$ cat config.mk
export PLATFORM = sky130hd
export DESIGN_NAME = simd_sat_adder
export DESIGN_NICKNAME = d
export VERILOG_FILES = /design/src/rtl/simd_sat_adder.sv
export SDC_FILE = /design/constraint.sdc
export NUM_CORES = 1
export LEC_CHECK = 0
export ABC_CLOCK_PERIOD_IN_PS = 820
export BUFFER_PORTS_ARGS = -buffer_cell sky130_fd_sc_hd__buf_2
export CAP_MARGIN = 40
export CORE_ASPECT_RATIO = 0.5
export CORE_MARGIN = 3
export CORE_UTILIZATION = 30
export CTS_BUF_LIST = sky130_fd_sc_hd__clkbuf_8
export DETAILED_ROUTE_END_ITERATION = 8
export PLACE_DENSITY = 0.56
export REMOVE_ABC_BUFFERS = 1
export SYNTH_ARGS = -nofsm -noshare
export SYNTH_HDL_FRONTEND = slang
export SYNTH_SLANG_ARGS = --single-unit
$ cat constraint.sdc
create_clock -name clk -period 0.82 [get_ports clk]
set_input_delay 0.123 -clock clk [delete_from_list [all_inputs] [get_ports clk]]
set_output_delay 0.123 -clock clk [all_outputs]
set_load 0.05 [all_outputs]
$ cat src/rtl/simd_sat_adder.sv
module simd_sat_adder #(
  parameter int LANE_W = 16,
  localparam int WORD_W = 2 * LANE_W
) (
  input  logic              clk,
  input  logic              rst_n,
  input  logic              cmd_valid,
  input  logic              split,
  input  logic              pair_en,
  input  logic              sat_en,
  input  logic              sub0_hi,
  input  logic              sub0_lo,
  input  logic              sub1_hi,
  input  logic              sub1_lo,
  input  logic [WORD_W-1:0] opa,
  input  logic [WORD_W-1:0] opb,
  input  logic              flag_clr,
  output logic              res_valid,
  output logic [WORD_W-1:0] res0,
  output logic [WORD_W-1:0] res1,
  output logic [1:0]        ovf,
  output logic [1:0]        ovf_sticky,
  output logic [3:0]        carry
);
  localparam int NUM_UNITS = 2;

  function automatic logic [LANE_W+1:0] lane_op(input logic [LANE_W-1:0] x, y,
                                                input logic sub, sat);
    logic [LANE_W-1:0] yy, r;
    logic [LANE_W:0]   s;
    logic              v;
    yy = sub ? ~y : y;
    s  = {1'b0, x} + {1'b0, yy} + {{LANE_W{1'b0}}, sub};
    v  = (x[LANE_W-1] == yy[LANE_W-1]) && (s[LANE_W-1] != x[LANE_W-1]);
    if (v && sat) r = x[LANE_W-1] ? {1'b1, {(LANE_W-1){1'b0}}} : {1'b0, {(LANE_W-1){1'b1}}};
    else          r = s[LANE_W-1:0];
    return {v, s[LANE_W], r};
  endfunction

  function automatic logic [WORD_W+1:0] word_op(input logic [WORD_W-1:0] x, y,
                                                input logic sub, sat);
    logic [WORD_W-1:0] yy, r;
    logic [WORD_W:0]   s;
    logic              v;
    yy = sub ? ~y : y;
    s  = {1'b0, x} + {1'b0, yy} + {{WORD_W{1'b0}}, sub};
    v  = (x[WORD_W-1] == yy[WORD_W-1]) && (s[WORD_W-1] != x[WORD_W-1]);
    if (v && sat) r = x[WORD_W-1] ? {1'b1, {(WORD_W-1){1'b0}}} : {1'b0, {(WORD_W-1){1'b1}}};
    else          r = s[WORD_W-1:0];
    return {v, s[WORD_W], r};
  endfunction

  logic [NUM_UNITS-1:0]   sel_hi, sel_lo;
  logic [WORD_W-1:0]      nxt_res [NUM_UNITS];
  logic [NUM_UNITS-1:0]   nxt_ovf;
  logic [2*NUM_UNITS-1:0] nxt_carry;

  assign sel_hi = {sub1_hi, sub0_hi};
  assign sel_lo = {sub1_lo, sub0_lo};

  for (genvar u = 0; u < NUM_UNITS; u++) begin : g_unit
    logic [LANE_W+1:0] hi_r, lo_r;
    logic [WORD_W+1:0] w_r;
    logic              en;

    assign en   = (u == 0) || pair_en;
    assign hi_r = lane_op(opa[WORD_W-1:LANE_W], opb[WORD_W-1:LANE_W], sel_hi[u], sat_en);
    assign lo_r = lane_op(opa[LANE_W-1:0], opb[LANE_W-1:0], sel_lo[u], sat_en);
    assign w_r  = word_op(opa, opb, sel_lo[u], sat_en);

    assign nxt_res[u]       = !en  ? '0 :
                              split ? {hi_r[LANE_W-1:0], lo_r[LANE_W-1:0]} : w_r[WORD_W-1:0];
    assign nxt_ovf[u]       = en && (split ? (hi_r[LANE_W+1] || lo_r[LANE_W+1]) : w_r[WORD_W+1]);
    assign nxt_carry[2*u]   = en && (split ? lo_r[LANE_W] : w_r[WORD_W]);
    assign nxt_carry[2*u+1] = en && split && hi_r[LANE_W];
  end

  always_ff @(posedge clk or negedge rst_n) begin
    if (!rst_n) begin
      res_valid  <= 1'b0;
      res0       <= '0;
      res1       <= '0;
      ovf        <= '0;
      carry      <= '0;
      ovf_sticky <= '0;
    end else begin
      res_valid  <= cmd_valid;
      if (cmd_valid) begin
        res0  <= nxt_res[0];
        res1  <= nxt_res[1];
        ovf   <= nxt_ovf;
        carry <= nxt_carry;
      end
      ovf_sticky <= (flag_clr ? 2'b00 : ovf_sticky) | (cmd_valid ? nxt_ovf : 2'b00);
    end
  end
endmodule

==> results.json, run 1 <==
{
  "syn_area_mm2": 0.00954,
  "status": "complete, but fails checks",
  "violations": "setup timing",
  "post_drt_wl_per_cell_um": 17.8,
  "cts_buffers": 9,
  "synth_top_cell_by_area": "dfrtp_1",
  "clkSinkCount": 73,
  "hold_violations": 0,
  "cts_buffer_depth": 2,
  "cp-end-kind": "flop",
  "grt_max_degree": 36,
  "avgSynthCellArea_um2": 7.56,
  "grt-ovfl-total": 0,
  "fin_nets": 2041,
  "drc": 0,
  "gp_congestion": 0.968,
  "ys_seq_area_share_pct": 19.2,
  "ir_drop_uv": 951,
  "synthToLayoutAreaGrowth_pct": 75.4,
  "h-tree-depth": 3,
  "antenna_found_initial": 1,
  "synth_area_leaders": "dfrtp_1 (19%), ha_1 (12%), xor2_1 (10%), o21ai_0 (6.8%), a21oi_1 (5.8%)",
  "setup_ws_ns": -1.89,
  "met1Wirelength_um": 18800,
  "dr.max_layer_used": "met5",
  "ff2ff_setup_slack_ns": -0.23,
  "port_buffers": 147,
  "maxCapViolCount": 0,
  "num_rows": 45,
  "synth.top_cell.area_share_pct": 19.2,
  "synth_edf_count": 0,
  "required_ns": 1.15,
  "setup_viol": 145,
  "p_clk_share_pct": 10.5,
  "clk_pin_slew_ns": 0.09,
  "wl_met3_um": 2540,
  "synth_common_cells": "o21ai_0 (129), xor2_1 (113), a21oi_1 (111), nand2_1 (96), ha_1 (92)",
  "finClkSkew_ns": 0,
  "start_util_pct": 31.0,
  "fmax_mhz": 370,
  "cts_tree": "done",
  "yosys_register_bits": 73,
  "finalCritPeriodShare_pct": 330,
  "fin_util_pct": 54.3,
  "viasPerCell": 5.20,
  "dr.first_iter.drc_count": 897,
  "die_area_mm2": 0.0341,
  "post-synth-top-count-cell": "o21ai_0",
  "critPathMaxFanout": 7,
  "relSlewSlack_pct": 61.5,
  "sw_frac_of_total_pct": 46.8,
  "dp_hpwl_um": 31800,
  "vias": 11952,
  "clk_latency_ns": 0.37,
  "yosysWarnings": 0,
  "hold_class": "in2reg",
  "ys_async_sr_fraction_pct": 100,
  "whs_ns": 0.0846,
  "final_max_slew_viol_count": 0,
  "synthFlopType": "dfrtp_1",
  "ant_nets": 0,
  "combPwrFrac_pct": 72.0,
  "path_class": "in2reg",
  "core_mm2": 0.0308,
  "grt_pass1_vias": 11407,
  "detail_route.first_pass.iterations": 8,
  "tns_ns": -144.36,
  "rsz0062_at_grt": "yes",
  "antenna_cells": 0,
  "min_period_ns": 2.71,
  "layout-drive-gt1-share_pct": 45.2,
  "synth_cells": 1262,
  "power.net_switching_mw": 13.4,
  "die_h_um": 132,
  "cp-start-kind": "input pin",
  "crit_arrival_ns": 3.03,
  "cts_root_buf": "clkbuf_8",
  "tightest_slew_ns": 0.571,
  "internal_power_mw": 15.3,
  "ys_types": 71,
  "grt_pass1_wl_um": 61800,
  "grt_usage_pct": 22.7,
  "die_w_um": 258,
  "ios": 148,
  "p_leak_nw": 7.93,
  "met2_length_um": 18600,
  "seq_power_share_pct": 17.5,
  "powerDensity_mw_per_mm2": 1720,
  "drt_wl_total_um": 40900
}
[repair_timing]
| action | in CTS | in global routing |
|---|---|---|
| gates resized for setup | 346 | 176 |
| hold buffers | 2 | 0 |
| endpoints found under the hold margin | 75 | 0 |
| pin swaps | 73 | 108 |
| cloned | 5 | 3 |
| endpoints found under the setup margin | 145 | 145 |
| buffers inserted | 29 | 42 |
[state kept, by name, indices dropped and copies added, names as in the netlist]
signal	flops
ovf	2
res_valid	1
carry	4
res1	32
ovf_sticky	2
res0	32
[worst max-delay path: stages]
cell       delay, ns
buf_12          0.12
xor2_1          0.14
ha_1            0.30
and3_1          0.19
and3_4          0.15
o311a_4         0.37
a2111o_1        0.47
and3_4          0.21
o31ai_4         0.23
and3_4          0.32
buf_12          0.13
clkbuf_16       0.13
o21ai_2         0.05
nand3_1         0.08
[kinds of logic after synthesis]
logic type                 after synthesis  share of synthesized area, %
and+or+nand+nor                        361                          18.1
buffers and inverters                  113                          4.67
xor gates and xnor gates               165                          15.2
adders and majority gates               96                          12.9
DFF                                     73                          19.2
muxes                                    9                         0.958
AOI/OAI and AO/OA                      445                          29.1
[power groups by stage]
stage / Clock, mW / Combinational [mW] / Sequential, mW
floorplan: 0 / 6.69 / 7.69
global placement: 0 / 16.5 / 4.90
detailed placement: 0 / 16.6 / 4.89
CTS: 3.09 / 18.9 / 5.01
global route: 3.23 / 22.1 / 5.11
finish: 3.02 / 20.7 / 5.02
[layout by cell type, fill, tap and decap left out, drive strengths merged, types with 10 or more instances in the layout]
cell    netlist  final
nor3         28     28
o21ai       140    140
nand3        61     61
nand2        96     96
a21o         39     39
a31oi        17     17
o21bai       12     12
o21a         17     18
nor2         86     86
inv          56     58
nand4        10     10
a21oi       111    111
xnor2        52     52
and3         20     20
nor2b        10     10
clkbuf       48     12
a211oi       19     19
ha           92     92
dfrtp        73     73
nand2b       14     14
o211ai       11     11
xor2        113    113
buf           9    648
[area by class of cell]
cell class | instances | area [um^2]
fill | 2834 | 14100
multi-input combinational | 1077 | 8440
timing repair buffer | 653 | 5530
sequential | 73 | 1830
tap | 423 | 529
inverter | 56 | 210
clock buffer | 9 | 124
clock inverter | 7 | 70.1
[metrics by stage]
| step | setup slack (ns) | cells | power (mW) | instance area [um^2] |
|---|---|---|---|---|
| 2_1_floorplan | -2.35 | 1205 | 14.4 | 9300 |
| 3_3_place_gp | -2.39 | 2205 | 21.4 | 13900 |
| 3_5_place_dp | -2.45 | 2206 | 21.5 | 13900 |
| 4_1_cts | -1.84 | 2257 | 27.0 | 15600 |
| 5_1_grt | -1.97 | 2298 | 30.4 | 16700 |
| 6_report | -1.89 | 2298 | 28.7 | 16700 |
[per-layer routing]
layer | vias up | track usage [%]
met4 | 2 | 6.47
met3 | 65 | 3.72
li1 | 5816 | -
met1 | 5713 | 31.4
met2 | 356 | 36.6
met5 | - | 0
[path summary, 6_finish.rpt]
check | startpoint | depth (start not counted) | end
max | sub1_lo | 14 | res1[8]
min | pair_en | 3 | carry[2]
max reg2reg | res1[1] | 3 | res1[1]
min reg2reg | res1[7] | 2 | res1[7]
max in group asynchronous | rst_n | 3 | carry[0]
min in group asynchronous | rst_n | 2 | res1[3]
Note: power is estimated with default switching activity, not from simulation.
==> inputs of run 2 (changes only) <==
--- a/config.mk
+++ b/config.mk
@@ -5,6 +5,7 @@
 export SDC_FILE = /design/constraint.sdc
 export NUM_CORES = 1
 export LEC_CHECK = 0
+export ABC_AREA = 1
 export ABC_CLOCK_PERIOD_IN_PS = 820
 export BUFFER_PORTS_ARGS = -buffer_cell sky130_fd_sc_hd__buf_2
 export CAP_MARGIN = 40
@@ -15,6 +16,7 @@
 export DETAILED_ROUTE_END_ITERATION = 8
 export PLACE_DENSITY = 0.56
 export REMOVE_ABC_BUFFERS = 1
+export SLEW_MARGIN = 20
 export SYNTH_ARGS = -nofsm -noshare
 export SYNTH_HDL_FRONTEND = slang
 export SYNTH_SLANG_ARGS = --single-unit
==> run 2 against run 1 <==
Effect of this change: die area increased by 7.6%; area after synthesis increased by 7.9%; setup slack improved by 0.51 ns; combinational power increased by 7%; hold slack got worse by 0.0010 ns; clock power increased by 22%; cell area increased by 6.4%; register-to-register slack improved by 0.12 ns; global-route usage increased by 0.87 points; sequential share of layout area decreased by 0.65 points; the flow still finishes with violations (setup timing); critical path type unchanged; sequential power decreased by 2%.
==> results.json, run 2 <==
{
  "violations": "setup timing",
  "p_leak_nw": 9.19,
  "layout-drive-gt1-share_pct": 46.3,
  "drt_wl_total_um": 45800,
  "gp_congestion": 0.940,
  "critPathCapture": "res1[24]",
  "grt_max_degree": 38,
  "synthFlopType": "dfrtp_1",
  "cp-end-kind": "flop",
  "synthSimpleGateAreaFrac_pct": 31.4,
  "synth_area_leaders": "nand2_1 (18%), dfrtp_1 (18%), ha_1 (11%), xor2_1 (11%), a21oi_1 (7.3%)",
  "synth_common_cells": "nand2_1 (504), a21oi_1 (150), xor2_1 (126), inv_1 (111), nor2_1 (95)",
  "num_rows": 47,
  "pre_cts_ws_ns": -1.83,
  "hold_class": "in2reg",
  "sw_frac_of_total_pct": 47.5,
  "seq_power_share_pct": 16.0,
  "internal_power_mw": 16.2,
  "final_max_slew_viol_count": 0,
  "detail_route.first_pass.iterations": 5,
  "ff2ff_setup_slack_ns": -0.11,
  "synth_compound_gate_area_share_pct": 17.5,
  "largest_registers": "res0 x32, res1 x32, carry x4",
  "die_w_um": 268,
  "synthToLayoutAreaGrowth_pct": 73.0,
  "synth-xor-area-share_pct": 13.8,
  "status": "complete, but fails checks",
  "cp-start-kind": "input pin",
  "cts_buffers": 9,
  "relSlewSlack_pct": 63.2,
  "grt-ovfl-total": 0,
  "final_common_cell": "buf_4",
  "grt_usage_pct": 23.6,
  "yosysWarnings": 0,
  "synth.top_cell.area_share_pct": 18.4,
  "crit_path_start": "sub1_lo",
  "ys_seq_area_share_pct": 17.8,
  "whs_ns": 0.0836,
  "ios": 148,
  "drc": 0,
  "vias": 12793,
  "clk_latency_ns": 0.39,
  "clkSinkCount": 73,
  "p_clk_share_pct": 11.9,
  "cts_tree": "done",
  "max_stage_delay_ns": 0.38,
  "die_h_um": 137,
  "synth_top_family_by_area": "simple AND/OR/NAND/NOR gates",
  "critPathSlowestCell": "ha_1",
  "avgSynthCellArea_um2": 6.60,
  "setup_ws_ns": -1.38,
  "ys_types": 50,
  "maxCapViolCount": 0,
  "setup_viol": 145,
  "synth_edf_count": 0,
  "power.net_switching_mw": 14.6,
  "ir_drop_uv": 958,
  "rsz0062_at_grt": "yes",
  "critPathMaxFanout": 10,
  "dr.first_iter.drc_count": 1035,
  "synthAdderAreaFrac_pct": 12.0,
  "cts_buffer_depth": 2,
  "cts_root_buf": "clkbuf_8",
  "instances_no_fill": 2614,
  "syn_area_mm2": 0.0103,
  "finalCritPeriodShare_pct": 268,
  "synth_mux_area_share_pct": 0,
  "fin_util_pct": 53.3,
  "dp_hpwl_um": 33000,
  "dpl.cell_count": 2480,
  "clk_pin_slew_ns": 0.10,
  "hold_violations": 0,
  "finClkSkew_ns": 0,
  "combPwrFrac_pct": 72.1,
  "yosys_register_bits": 73,
  "synth_top_cell_by_area": "nand2_1",
  "required_ns": 1.12,
  "grt_pass1_vias": 12039,
  "ant_nets": 0,
  "antenna_cells": 0,
  "port_buffers": 147,
  "min_period_ns": 2.20,
  "die_area_mm2": 0.0367,
  "grt_pass1_wl_um": 66800,
  "ys_async_sr_fraction_pct": 100,
  "viasPerCell": 4.89,
  "antenna_found_initial": 0,
  "total_power_mw": 30.9,
  "most-common-layout-cells": "buf_4 (438), nand2_1 (420), xor2_1 (116), inv_1 (104)",
  "core_mm2": 0.0334,
  "timing.rr.end": "res1[8]",
  "fmax_mhz": 455,
  "start_util_pct": 30.8,
  "rr_startpoint": "res1[8]",
  "fin_nets": 2339,
  "tightest_slew_ns": 0.545,
  "powerDensity_mw_per_mm2": 1730,
  "synth_cells": 1558,
  "h-tree-depth": 3,
  "reg2regPathDepth": 4,
  "post_drt_wl_per_cell_um": 17.5,
  "crit_arrival_ns": 2.50,
  "path_class": "in2reg",
  "crit_chain": "buf_12 -> buf_8 -> xor2_1 -> ha_1 -> a21oi_1 -> o21ai_0 -> a21oi_1 -> o211ai_1 -> xnor2_1 -> nand2_4 -> nand2_4 -> nand2_2",
  "post-synth-top-count-cell": "nand2_1"
}
run 2: changes by cell type after synthesis, sizes merged, moves of 26 or more:
cell and change:
nand2 +441, clkbuf -28, inv +67, o21ai -56, a21o -26, a21oi +57
run 2: per-layer routing:
layer | part of all wire, % | global-route usage [%] | vias up
met5 | 0 | 0 | -
met1 | 46 | 31.9 | 6023
met3 | 5.0 | 3.13 | 74
li1 | - | - | 6341
met2 | 46 | 39.5 | 355
met4 | 2.7 | 6.80 | 0
run 2: how the worst min path moves through the flow:
stage                    from   endpoint  slack (ns)  cells after the start
detailed placement      rst_n    res0[3]        0.11                      2
floorplan               rst_n   carry[0]       -0.17                      0
global route        cmd_valid  res_valid        0.08                      2
CTS                 cmd_valid  res_valid        0.06                      2
finish              cmd_valid  res_valid        0.08                      2
global placement        rst_n  res_valid        0.11                      2
run 2: kinds of logic (layout without fill, tap and decap cells):
logic type / Yosys count / count (layout)
flip-flops: 73 / 73
buffers and inverters: 171 / 784
AO/OA/AOI/OAI: 309 / 309
adder cells (fa/ha/maj): 96 / 96
AND/OR/NAND/NOR: 747 / 749
XOR/XNOR: 162 / 162
run 2: timing repair:
item,4_1_cts,5_1_grt
hold buffers,2,0
cloned,10,6
setup buffers,69,33
pin swaps,113,69
endpoints found under the hold margin,75,0
endpoints found under the setup margin,145,145
resized for setup,401,178
run 2: power groups by stage:
| stage | Sequential, mW | Clock (mW) | Combinational (mW) |
|---|---|---|---|
| finish | 4.94 | 3.67 | 22.2 |
| global route | 5.01 | 3.86 | 23.8 |
| CTS | 4.92 | 3.71 | 20.3 |
| detailed placement | 4.81 | 0 | 17.3 |
| global placement | 4.84 | 0 | 17.2 |
| floorplan | 7.39 | 0 | 7.46 |
run 2: critical path, delay by kind of cell:
family | cells | cell delay [ns]
adder cells (fa/ha/maj) | 1 | 0.38
AND/OR/NAND/NOR | 3 | 0.21
AO/OA/AOI/OAI | 4 | 1.03
XOR/XNOR | 2 | 0.46
buffers and inverters | 2 | 0.28
run 2: metrics by stage:
step / TNS, ns / cell area (um^2)
5_1_grt: -118.80 / 17800
4_1_cts: -103.46 / 16700
6_report: -109.57 / 17800
3_5_place_dp: -119.94 / 14400
3_3_place_gp: -117.24 / 14400
2_1_floorplan: -87.61 / 9970
run 2: area by class of cell:
type	count	area, um^2
fill	3117	15600
clock inverter	4	73.8
timing repair inverter	1	11.3
sequential	73	1830
tap	441	552
clock buffer	12	165
multi-input combinational	1316	9040
timing repair buffer	644	5640
inverter	123	487
==> inputs of run 3 (changes only) <==
--- a/config.mk
+++ b/config.mk
@@ -5,7 +5,6 @@
 export SDC_FILE = /design/constraint.sdc
 export NUM_CORES = 1
 export LEC_CHECK = 0
-export ABC_AREA = 1
 export ABC_CLOCK_PERIOD_IN_PS = 820
 export BUFFER_PORTS_ARGS = -buffer_cell sky130_fd_sc_hd__buf_2
 export CAP_MARGIN = 40
@@ -13,6 +12,7 @@
 export CORE_MARGIN = 3
 export CORE_UTILIZATION = 30
 export CTS_BUF_LIST = sky130_fd_sc_hd__clkbuf_8
+export CTS_CLUSTER_SIZE = 16
 export DETAILED_ROUTE_END_ITERATION = 8
 export PLACE_DENSITY = 0.56
 export REMOVE_ABC_BUFFERS = 1
==> run 3 against run 2 <==
Effect of this change: the run still ends with setup timing left; critical path type unchanged; register-to-register slack lost 0.12 ns; critical endpoint is now res1[21]; non-clock buffer count is 19 lower; highest routed layer unchanged; cell count shrank 13%; core utilization down 0.26 points.
==> results.json, run 3 (synthesized netlist as in run 1, its figures left out) <==
{
  "status": "complete, but fails checks",
  "violations": "setup timing",
  "p_leak_nw": 7.74,
  "reg2regPathDepth": 3,
  "min_period_ns": 2.70,
  "antenna_found_initial": 0,
  "setup_viol": 145,
  "maxCapViolCount": 0,
  "fin_nets": 2014,
  "ant_nets": 0,
  "port_buffers": 147,
  "final_common_cell": "buf_4",
  "drc": 0,
  "fin_util_pct": 53.0,
  "whs_ns": 0.0919,
  "crit_arrival_ns": 3.02,
  "dp_hpwl_um": 31800,
  "grt_pass1_wl_um": 62800,
  "clkSinkCount": 73,
  "setup_ws_ns": -1.88,
  "viasPerCell": 5.24,
  "pre_cts_ws_ns": -2.43,
  "fmax_mhz": 370,
  "max_stage_delay_ns": 0.48,
  "die_h_um": 132,
  "grt-ovfl-total": 0,
  "critPathMaxFanout": 11,
  "min_path_cells": 3,
  "synthToLayoutAreaGrowth_pct": 71.2,
  "grt_pass1_vias": 11577,
  "total_power_mw": 28.2,
  "required_ns": 1.14,
  "die_w_um": 258,
  "core_mm2": 0.0308,
  "powerDensity_mw_per_mm2": 1720,
  "tightest_slew_ns": 0.528,
  "hold_violations": 0,
  "gp_congestion": 0.968,
  "start_util_pct": 31.0,
  "critPathSlowestCell": "a2111o_1",
  "final_max_slew_viol_count": 0,
  "cts_root_buf": "clkbuf_8",
  "grt_max_degree": 36,
  "hold_class": "in2reg",
  "die_area_mm2": 0.0341,
  "clk_pin_slew_ns": 0.09,
  "cp.buffers_inverters": 4,
  "most-common-layout-cells": "buf_4 (439), xor2_1 (103), buf_6 (96), nand2_1 (90), ha_1 (86)",
  "dr.first_iter.drc_count": 943,
  "cp-start-kind": "input pin",
  "tns_ns": -143.62,
  "ios": 148,
  "grt_usage_pct": 23.1,
  "cp-end-kind": "flop",
  "vias": 11895,
  "dpl-instance-area_mm2": 0.0139,
  "rsz0062_at_grt": "yes",
  "largest_registers": "res0 x32, res1 x32, carry x4",
  "layout-drive-gt1-share_pct": 44.5,
  "cp_top_family": "compound AO/OA/AOI/OAI gates",
  "post_drt_wl_per_cell_um": 18.1,
  "finalInstanceArea_mm2": 0.0163,
  "dpl.cell_count": 2206,
  "ir_drop_uv": 873,
  "instances_no_fill": 2271,
  "clk_latency_ns": 0.37,
  "antenna_cells": 0,
  "path_common_cell": "and3_4",
  "critical_path_cell_count": 14,
  "path_class": "in2reg",
  "drt_wl_total_um": 41000,
  "crit_chain": "buf_12 -> buf_12 -> xor2_2 -> ha_1 -> and3_4 -> o311a_4 -> a2111o_1 -> and3_4 -> o31ai_4 -> and3_4 -> buf_8 -> buf_4 -> o21ai_2 -> nand3_1",
  "finalCritPeriodShare_pct": 330,
  "num_rows": 45,
  "h-tree-depth": 3,
  "cts_buffer_depth": 2,
  "finClkSkew_ns": 0,
  "cts_tree": "done",
  "relSlewSlack_pct": 64.7,
  "cts_buffers": 9,
  "detail_route.first_pass.iterations": 7
}
==> run 3: cell types whose count changed in the layout (fill, tap and decap cells not counted), moves of 24 or more <==
cell     previous run  this run
nand2_1           420        90
nand2_2            75         4
inv_1             104        56
o21ai_0            27        72
nand2_4            41         2
a21oi_2            61        26
nand3_1            31        55
nand3_2            28         4
==> run 3: cell type report <==
type | instances | area [um^2]
Clock buffer | 9 | 124
Tap cell | 423 | 529
Inverter | 56 | 210
Fill cell | 2857 | 14500
Multi-Input combinational cell | 1078 | 8390
Sequential cell | 73 | 1830
Timing Repair Buffer | 625 | 5180
Clock inverter | 7 | 70.1
==> run 3: worst min-delay path: cells and delay by family <==
| kind | cells | cell delay [ns] |
|---|---|---|
| AO/OA/AOI/OAI | 1 | 0.07 |
| buffers and inverters | 1 | 0.14 |
| AND/OR/NAND/NOR | 1 | 0.09 |
==> run 3: power by group <==
part	total [mW]	leakage (nW)	switching, mW	internal, mW
logic	20.1	6.74	11.0	9.07
registers	5.01	0.906	0.621	4.39
clock network	3.05	0.0931	1.65	1.40
total	28.2	7.74	13.3	14.9
==> run 3: repair_timing <==
item | CTS | global route
endpoints found under the setup margin | 145 | 145
buffers inserted | 35 | 14
pin swaps | 97 | 59
gates cloned | 3 | 3
endpoints found under the hold margin | 75 | 0
resized for setup | 357 | 113
hold buffers | 2 | 0
==> run 3: path summary, 6_finish.rpt <==
path                            end     start  slack, ns
max                        res1[21]   sub1_lo      -1.88
min                        carry[2]   pair_en       0.09
max reg2reg                 res1[1]   res1[1]      -0.23
min reg2reg                res1[16]  res1[16]       0.51
max in group asynchronous  carry[0]     rst_n       0.26
min in group asynchronous   res1[2]     rst_n       0.10
==> run 3: layer usage <==
layer,routed length (um),GRT usage [%],part of all wire [%]
met1,18900,31.6,46
met2,18500,37.3,45
met3,2520,3.74,6.1
met4,1150,7.22,2.8
met5,0,0,0
